`src/rtl/gpio_evt_pkg.sv`:
```
// Shared constants and types for the GPIO edge event block.
// Assumes an 8-bit register port with a 3-bit address.
package gpio_evt_pkg;
    localparam int ADDR_W = 3;
    localparam int DATA_W = 8;

    localparam logic [ADDR_W-1:0] A_MASK     = 3'd0;
    localparam logic [ADDR_W-1:0] A_SENSE_LO = 3'd1;
    localparam logic [ADDR_W-1:0] A_SENSE_HI = 3'd2;
    localparam logic [ADDR_W-1:0] A_SRC      = 3'd3;
    localparam logic [ADDR_W-1:0] A_STATUS   = 3'd4;

    localparam int PINS_PER_SENSE = 4;

    typedef enum logic [1:0] {
        SNS_OFF  = 2'b00,
        SNS_RISE = 2'b01,
        SNS_FALL = 2'b10,
        SNS_ANY  = 2'b11
    } sense_t;
endpackage

```
`src/rtl/gpio_evt_sync.sv`:
```
// Multi-stage synchronizer for a bus of independent asynchronous bits.
// Assumes each bit is sampled on its own; no bus coherency is implied.
// Resets every stage to 0.
module gpio_evt_sync #(
    parameter int WIDTH  = 6,
    parameter int STAGES = 2
) (
    input  logic             clk,
    input  logic             rst_n,
    input  logic [WIDTH-1:0] d_i,
    output logic [WIDTH-1:0] q_o
);
    logic [WIDTH-1:0] stage_q [STAGES];

    // Shift the asynchronous input through the flop chain.
    always_ff @(posedge clk) begin
        if (!rst_n) begin
            for (int s = 0; s < STAGES; s++) stage_q[s] <= '0;
        end else begin
            stage_q[0] <= d_i;
            for (int s = 1; s < STAGES; s++) stage_q[s] <= stage_q[s-1];
        end
    end

    assign q_o = stage_q[STAGES-1];
endmodule

```
`src/rtl/gpio_evt_edge.sv`:
```
// Per-pin edge detector.
// Compares the synchronized sample with the sample from the previous
// cycle and applies the pin's 2-bit sense code. The previous sample
// resets to 0, so a pin already high when reset is released reports a
// rising edge one cycle after its synchronized value arrives.
module gpio_evt_edge
    import gpio_evt_pkg::*;
#(
    parameter int NUM_PINS = 6
) (
    input  logic                  clk,
    input  logic                  rst_n,
    input  logic [NUM_PINS-1:0]   sample_i,
    input  logic [2*NUM_PINS-1:0] sense_i,
    output logic [NUM_PINS-1:0]   hit_o
);
    logic [NUM_PINS-1:0] prev_q;

    // Keep last cycle's synchronized level for comparison.
    always_ff @(posedge clk) begin
        if (!rst_n) prev_q <= '0;
        else        prev_q <= sample_i;
    end

    for (genvar p = 0; p < NUM_PINS; p++) begin : g_pin
        logic rise, fall, hit_p;
        assign rise = sample_i[p] & ~prev_q[p];
        assign fall = ~sample_i[p] & prev_q[p];

        // Select which edge of this pin counts as an event.
        always_comb begin
            case (sense_t'(sense_i[2*p +: 2]))
                SNS_RISE: hit_p = rise;
                SNS_FALL: hit_p = fall;
                SNS_ANY:  hit_p = rise | fall;
                default:  hit_p = 1'b0;
            endcase
        end
        assign hit_o[p] = hit_p;
    end
endmodule

```
`src/rtl/gpio_edge_evt.sv`:
```
// GPIO edge event status block: register file, sticky status, masked
// interrupt sources and the active-low interrupt output.
// Assumes 4 <= NUM_PINS <= 8 and an 8-bit register port. A set from a
// new edge takes priority over any clear on the same bit and clock.
module gpio_edge_evt
    import gpio_evt_pkg::*;
#(
    parameter int NUM_PINS    = 6,
    parameter int SYNC_STAGES = 2
) (
    input  logic                clk,
    input  logic                rst_n,
    input  logic [NUM_PINS-1:0] pin_i,
    input  logic                wr_en_i,
    input  logic [ADDR_W-1:0]   addr_i,
    input  logic [DATA_W-1:0]   wr_data_i,
    output logic [DATA_W-1:0]   rd_data_o,
    output logic                irq_n_o
);
    localparam int SENSE_W = 2 * NUM_PINS;

    logic [NUM_PINS-1:0] pin_sync;
    logic [NUM_PINS-1:0] hit_w;
    logic [SENSE_W-1:0]  sense_q;
    logic [SENSE_W-1:0]  sense_new;
    logic [NUM_PINS-1:0] sense_we;
    logic [NUM_PINS-1:0] sense_chg;
    logic [NUM_PINS-1:0] mask_q;
    logic [NUM_PINS-1:0] status_q;
    logic [NUM_PINS-1:0] src_q;
    logic [NUM_PINS-1:0] clr_w1c;
    logic [NUM_PINS-1:0] clr_all;

    gpio_evt_sync #(.WIDTH(NUM_PINS), .STAGES(SYNC_STAGES)) i_sync (
        .clk   (clk),
        .rst_n (rst_n),
        .d_i   (pin_i),
        .q_o   (pin_sync)
    );

    gpio_evt_edge #(.NUM_PINS(NUM_PINS)) i_edge (
        .clk      (clk),
        .rst_n    (rst_n),
        .sample_i (pin_sync),
        .sense_i  (sense_q),
        .hit_o    (hit_w)
    );

    // Per-pin sense write decode and change detection.
    for (genvar p = 0; p < NUM_PINS; p++) begin : g_sense
        localparam int SLOT = p % PINS_PER_SENSE;
        localparam logic [ADDR_W-1:0] MY_ADDR =
            (p < PINS_PER_SENSE) ? A_SENSE_LO : A_SENSE_HI;
        assign sense_we[p]          = wr_en_i && (addr_i == MY_ADDR);
        assign sense_new[2*p +: 2]  = wr_data_i[2*SLOT +: 2];
        assign sense_chg[p]         = sense_we[p] &&
                                      (sense_new[2*p +: 2] != sense_q[2*p +: 2]);
    end

    // Hold the sense fields; each pin field updates from its own register.
    always_ff @(posedge clk) begin
        if (!rst_n) begin
            sense_q <= '0;
        end else begin
            for (int p = 0; p < NUM_PINS; p++)
                if (sense_we[p]) sense_q[2*p +: 2] <= sense_new[2*p +: 2];
        end
    end

    // Hold the interrupt mask; a 1 blocks the pin's interrupt source.
    always_ff @(posedge clk) begin
        if (!rst_n)                             mask_q <= '1;
        else if (wr_en_i && addr_i == A_MASK)   mask_q <= wr_data_i[NUM_PINS-1:0];
    end

    assign clr_w1c = (wr_en_i && addr_i == A_STATUS) ? wr_data_i[NUM_PINS-1:0] : '0;
    assign clr_all = clr_w1c | sense_chg;

    // Sticky status and source bits; a new edge overrides any clear.
    always_ff @(posedge clk) begin
        if (!rst_n) begin
            status_q <= '0;
            src_q    <= '0;
        end else begin
            status_q <= (status_q & ~clr_all) | hit_w;
            src_q    <= (src_q & ~clr_all) | (hit_w & ~mask_q);
        end
    end

    assign irq_n_o = ~|src_q;

    // Combinational register read; absent bits read 0.
    always_comb begin
        rd_data_o = '0;
        case (addr_i)
            A_MASK:   rd_data_o[NUM_PINS-1:0] = mask_q;
            A_SRC:    rd_data_o[NUM_PINS-1:0] = src_q;
            A_STATUS: rd_data_o[NUM_PINS-1:0] = status_q;
            A_SENSE_LO: begin
                for (int p = 0; p < NUM_PINS; p++)
                    if (p < PINS_PER_SENSE)
                        rd_data_o[2*(p % PINS_PER_SENSE) +: 2] = sense_q[2*p +: 2];
            end
            A_SENSE_HI: begin
                for (int p = 0; p < NUM_PINS; p++)
                    if (p >= PINS_PER_SENSE)
                        rd_data_o[2*(p % PINS_PER_SENSE) +: 2] = sense_q[2*p +: 2];
            end
            default: rd_data_o = '0;
        endcase
    end

    AST_SRC_NEEDS_STATUS: assert property (@(posedge clk) disable iff (!rst_n)
        (src_q & ~status_q) == '0);

    AST_MASK_BLOCKS_SRC: assert property (@(posedge clk) disable iff (!rst_n)
        1'b1 |=> ((src_q & ~$past(src_q) & $past(mask_q)) == '0));

    AST_SET_WINS: assert property (@(posedge clk) disable iff (!rst_n)
        (|hit_w) |=> ((status_q & $past(hit_w)) == $past(hit_w)));

    AST_W1C_CLEARS: assert property (@(posedge clk) disable iff (!rst_n)
        (wr_en_i && addr_i == A_STATUS) |=>
            ((status_q & $past(wr_data_i[NUM_PINS-1:0] & ~hit_w)) == '0));

    // Status reads never show bits beyond the last pin.
    always_comb begin
        if (rst_n && addr_i == A_STATUS)
            AST_STATUS_UPPER_ZERO: assert ((rd_data_o >> NUM_PINS) == '0);
    end
endmodule

```
`config.mk`:
```
export PLATFORM = sky130hd
export DESIGN_NAME = gpio_edge_evt
export DESIGN_NICKNAME = d
export VERILOG_FILES = /design/src/rtl/gpio_evt_pkg.sv /design/src/rtl/gpio_evt_sync.sv /design/src/rtl/gpio_evt_edge.sv /design/src/rtl/gpio_edge_evt.sv
export SDC_FILE = /design/constraint.sdc
export NUM_CORES = 1
export LEC_CHECK = 0
export ABC_CLOCK_PERIOD_IN_PS = 1600
export BUFFER_PORTS_ARGS = -buffer_cell sky130_fd_sc_hd__buf_4
export CORE_MARGIN = 4
export CORE_UTILIZATION = 57
export CTS_CLUSTER_DIAMETER = 80
export CTS_CLUSTER_SIZE = 8
export DETAILED_ROUTE_END_ITERATION = 7
export PLACE_DENSITY_LB_ADDON = 0.12
export RECOVER_POWER = 50
export SLEW_MARGIN = 20
export SYNTH_ARGS = -nofsm -noshare
export SYNTH_HDL_FRONTEND = slang
export SYNTH_SLANG_ARGS = --single-unit
```
`constraint.sdc`:
```
create_clock -name clk -period 1.6 [get_ports clk]
set_input_delay 0.24 -clock clk [delete_from_list [all_inputs] [get_ports clk]]
set_output_delay 0.24 -clock clk [all_outputs]
set_load 0.01 [all_outputs]
```
==> results.md <==
- Failing checks: setup timing
- Synth warn: 0
- Syn Std Cell Area: 2400 sq um
- Slew headroom: 0.644
- FFs w/ async S/R, synth: 0
- Share of the synthesized area in the top cell type: 0.400
- Number of clock sinks: 48
- Num CTS Buffers: 5
- Longest Clk Path Bufs: 2
- Max Fclk: 0.600 GHz
- CP Max Fanout: 3
- Worst setup margin: -0.0679 ns
- Top post-synthesis cells by area: dfxtp_1 (40%), ha_1 (6.2%), nand2_1 (4.4%)
- Drt via density: 5.46
- RR Startpoint: i_edge.prev_q[2]$_SDFF_PN0_
- Final number of setup-violating endpoints: 1
- Hold WC Path Type: in2reg
- Clock Latency Late Sink: 0.29 ns
- Reg area: 998 sq um
- Post-Syn Instances: 266
- Root Driver: clkbuf_8
- Core area: 4030 sq um
- Dpl cells: 336
- Critical path startpoint category: flop
- Area growth syn-to-layout: 19.8%
- Clock skew: 0.00759 ns
- Die area: 5320 sq um
- DRT antenna net count: 0
- Fin crit share: 1.04
- Reg2Reg Depth: 5
- Slowest cell on crit path: or4_4
- Port Buffers: 28
- Initial antenna violation count: 0
- Max incr delay on CP: 0.54 ns
- R2R Setup Slk: 0.19 ns
- Non-filler instance count after layout: 356
- GRT overflow: 0
- CTS tree: yes
- Number of hold buffers added after cts: 0
- Critical Path Start: src_q[1]$_SDFF_PN0_
- Crit. End Element: output port
- Critical path class: reg2out
- Clk slew on worst S/H paths: 0.09 ns
- Fin util: 0.715
- Post-Syn Area per Cell: 9.04 sq um
- Syn Nets: 298
- Drt pass-1 iters: 4
- GRT Util Overall: 0.207
- Starting Density: 0.597
- Largest net degree at the start of global routing: 31
- DRC viols: 0
- Leak: 1.13 nW
- Yosys reg bits: 48
- Fill cells: 322
- Die Span Y: 72.9 microns
- Die width: 72.9 microns
- CP endpoint: irq_n_o
- Final GP Congestion: 0.865
- Area occupied by multi-input gates: 1280 sq um
- Setup_tns: -0.0679 ns
- Power, Total: 0.00222 W
- Final Hold Slack: 0.157 ns
- Nets: 337
- Final hold violation count: 0
- Most common flop cell mapped by yosys: dfxtp_1
- ANT cells: 0
- # Max-Cap Violations: 0
- IO Count: 29
- Library cells used by synthesis: 35
- Rows: 23
- Post-synth EDFFs: 0
- RSZ-0062 raised after global routing: true
- DR iter-0 viols: 149
- WL/cell: 14.3 microns
- Min Tclk post-route: 1.67 ns
- Htree depth: 2
- DP HPWL: 3580 microns
- Peak supply drop: 0.612 mV
- Area leader, netlist: dfxtp_1
- CP Data Arrival Time: 1.43 ns
- RR Endpoint: src_q[2]$_SDFF_PN0_
- Status: complete, but fails checks
- Worst Tran Pin Value: 0.534 ns
- Vias in the first global route: 1730
- First-pass GRT wire length: 8510 microns
- Cells along the critical path: or4_4 -> nor3_4 -> buf_6
- Via count of the routed design: 1944
- Sequential fraction of the synthesis area: 0.400
- Crit path required time: 1.36 ns
- Total Wirelength: 5080 microns
- Layout cells sized above 1: 0.252
- PwrDens: 770 nW/um^2
- Slew Limit Fails: 0
-- worst min path at each step --
stage                     depth (start not counted)  slack, ns                             from                          endpoint
after floorplan                                   1       0.37                         pin_i[0]   i_sync.stage_q[0][0]$_SDFF_PN0_
after global placement                            1       0.41  i_sync.stage_q[0][5]$_SDFF_PN0_  i_sync.stage_q[0][11]$_SDFF_PN0_
after detailed placement                          1       0.42  i_sync.stage_q[0][3]$_SDFF_PN0_   i_sync.stage_q[0][9]$_SDFF_PN0_
after CTS                                         2       0.15                         pin_i[3]   i_sync.stage_q[0][3]$_SDFF_PN0_
after global routing                              2       0.15                         pin_i[0]   i_sync.stage_q[0][0]$_SDFF_PN0_
final                                             2       0.16                         pin_i[0]   i_sync.stage_q[0][0]$_SDFF_PN0_
-- report_power, final --
part	switching [W]	total (W)	internal [W]
Combinational	0.000132	0.000261	0.000129
Clock	0.000371	0.000724	0.000353
Sequential	0.0000195	0.00123	0.00121
Total	0.000522	0.00222	0.00170
-- sequential cells by signal, indices dropped and copies added, names as in the netlist --
| name | flops |
|---|---|
| i_sync.stage_q | 12 |
| src_q | 6 |
| mask_q | 6 |
| status_q | 6 |
| sense_q | 12 |
| i_edge.prev_q | 6 |
-- logic make-up (layout without fill, tap and decap cells) --
| family | count (synthesis) | after routing | share of synthesized area |
|---|---|---|---|
| AND/OR/NAND/NOR | 86 | 86 | 0.193 |
| AO/OA/AOI/OAI | 54 | 54 | 0.146 |
| flip-flops | 48 | 48 | 0.400 |
| buffers and inverters | 40 | 80 | 0.0718 |
| multiplexers | 14 | 14 | 0.0838 |
| adder cells (fa/ha/maj) | 12 | 12 | 0.0625 |
| XOR/XNOR | 12 | 12 | 0.0437 |
-- synthesized netlist by cell type, types with 2 or more instances --
master	count
dfxtp_1	48
nand2_1	28
inv_1	23
a21oi_1	20
nor2_1	17
and2_1	12
ha_1	12
nand2b_1	12
xnor2_1	12
clkbuf_1	11
mux2i_1	10
o22ai_1	8
a311o_1	6
o211ai_1	6
o31ai_1	6
nand3_1	4
buf_2	3
mux4_1	3
a21boi_1	2
a22oi_1	2
and3_1	2
and3b_1	2
nand4bb_1	2
nor2b_1	2
o21ai_0	2
o21ai_1	2
-- per-layer routing --
metal	global-route usage	routed length (microns)	vias to the layer above
met3	0.0413	202	5
met5	0	0	-
met4	0.0430	35	0
li1	-	-	987
met1	0.289	2450	916
met2	0.331	2390	36
-- metrics by stage --
stage          worst slack (ns)  cell area (sq um)
2_1_floorplan             0.234               2400
3_3_place_gp              0.103               2660
3_5_place_dp              0.101               2660
4_1_cts                 -0.0650               2820
5_1_grt                  -0.116               2880
6_report                -0.0679               2880
-- placed cells by master, fill, tap and decap left out, drive strengths merged --
| cell | count |
|---|---|
| a21boi | 2 |
| a21oi | 20 |
| a22oi | 2 |
| a311o | 6 |
| and2 | 12 |
| and3 | 2 |
| and3b | 2 |
| and4bb | 1 |
| buf | 45 |
| clkbuf | 12 |
| dfxtp | 48 |
| ha | 12 |
| inv | 23 |
| mux2i | 10 |
| mux4 | 4 |
| nand2 | 28 |
| nand2b | 12 |
| nand3 | 4 |
| nand4bb | 2 |
| nor2 | 17 |
| nor2b | 2 |
| nor3 | 1 |
| nor4b | 1 |
| nor4bb | 1 |
| o211ai | 6 |
| o21ai | 4 |
| o22ai | 8 |
| o31ai | 6 |
| or4 | 1 |
| xnor2 | 12 |
-- worst max-delay path: cells and delay by family, from the launching register on --
| kind | cells | cell delay, ns |
|---|---|---|
| buffers and inverters | 1 | 0.12 |
| AND/OR/NAND/NOR | 2 | 0.68 |
| flip-flops | 1 | 0.33 |
-- timing repair --
action	in CTS	in global routing
gates resized for setup	22	13
setup buffers	6	6
endpoints found under the setup margin	5	5
cloned	0	0
-- cell type report --
class,count,share of cell area
Clock buffer,8,0.0313
Inverter,23,0.0300
Multi-Input combinational cell,178,0.445
Sequential cell,48,0.347
Tap cell,50,0.0217
Timing Repair Buffer,49,0.126
Note: power is estimated with default switching activity, not from simulation.
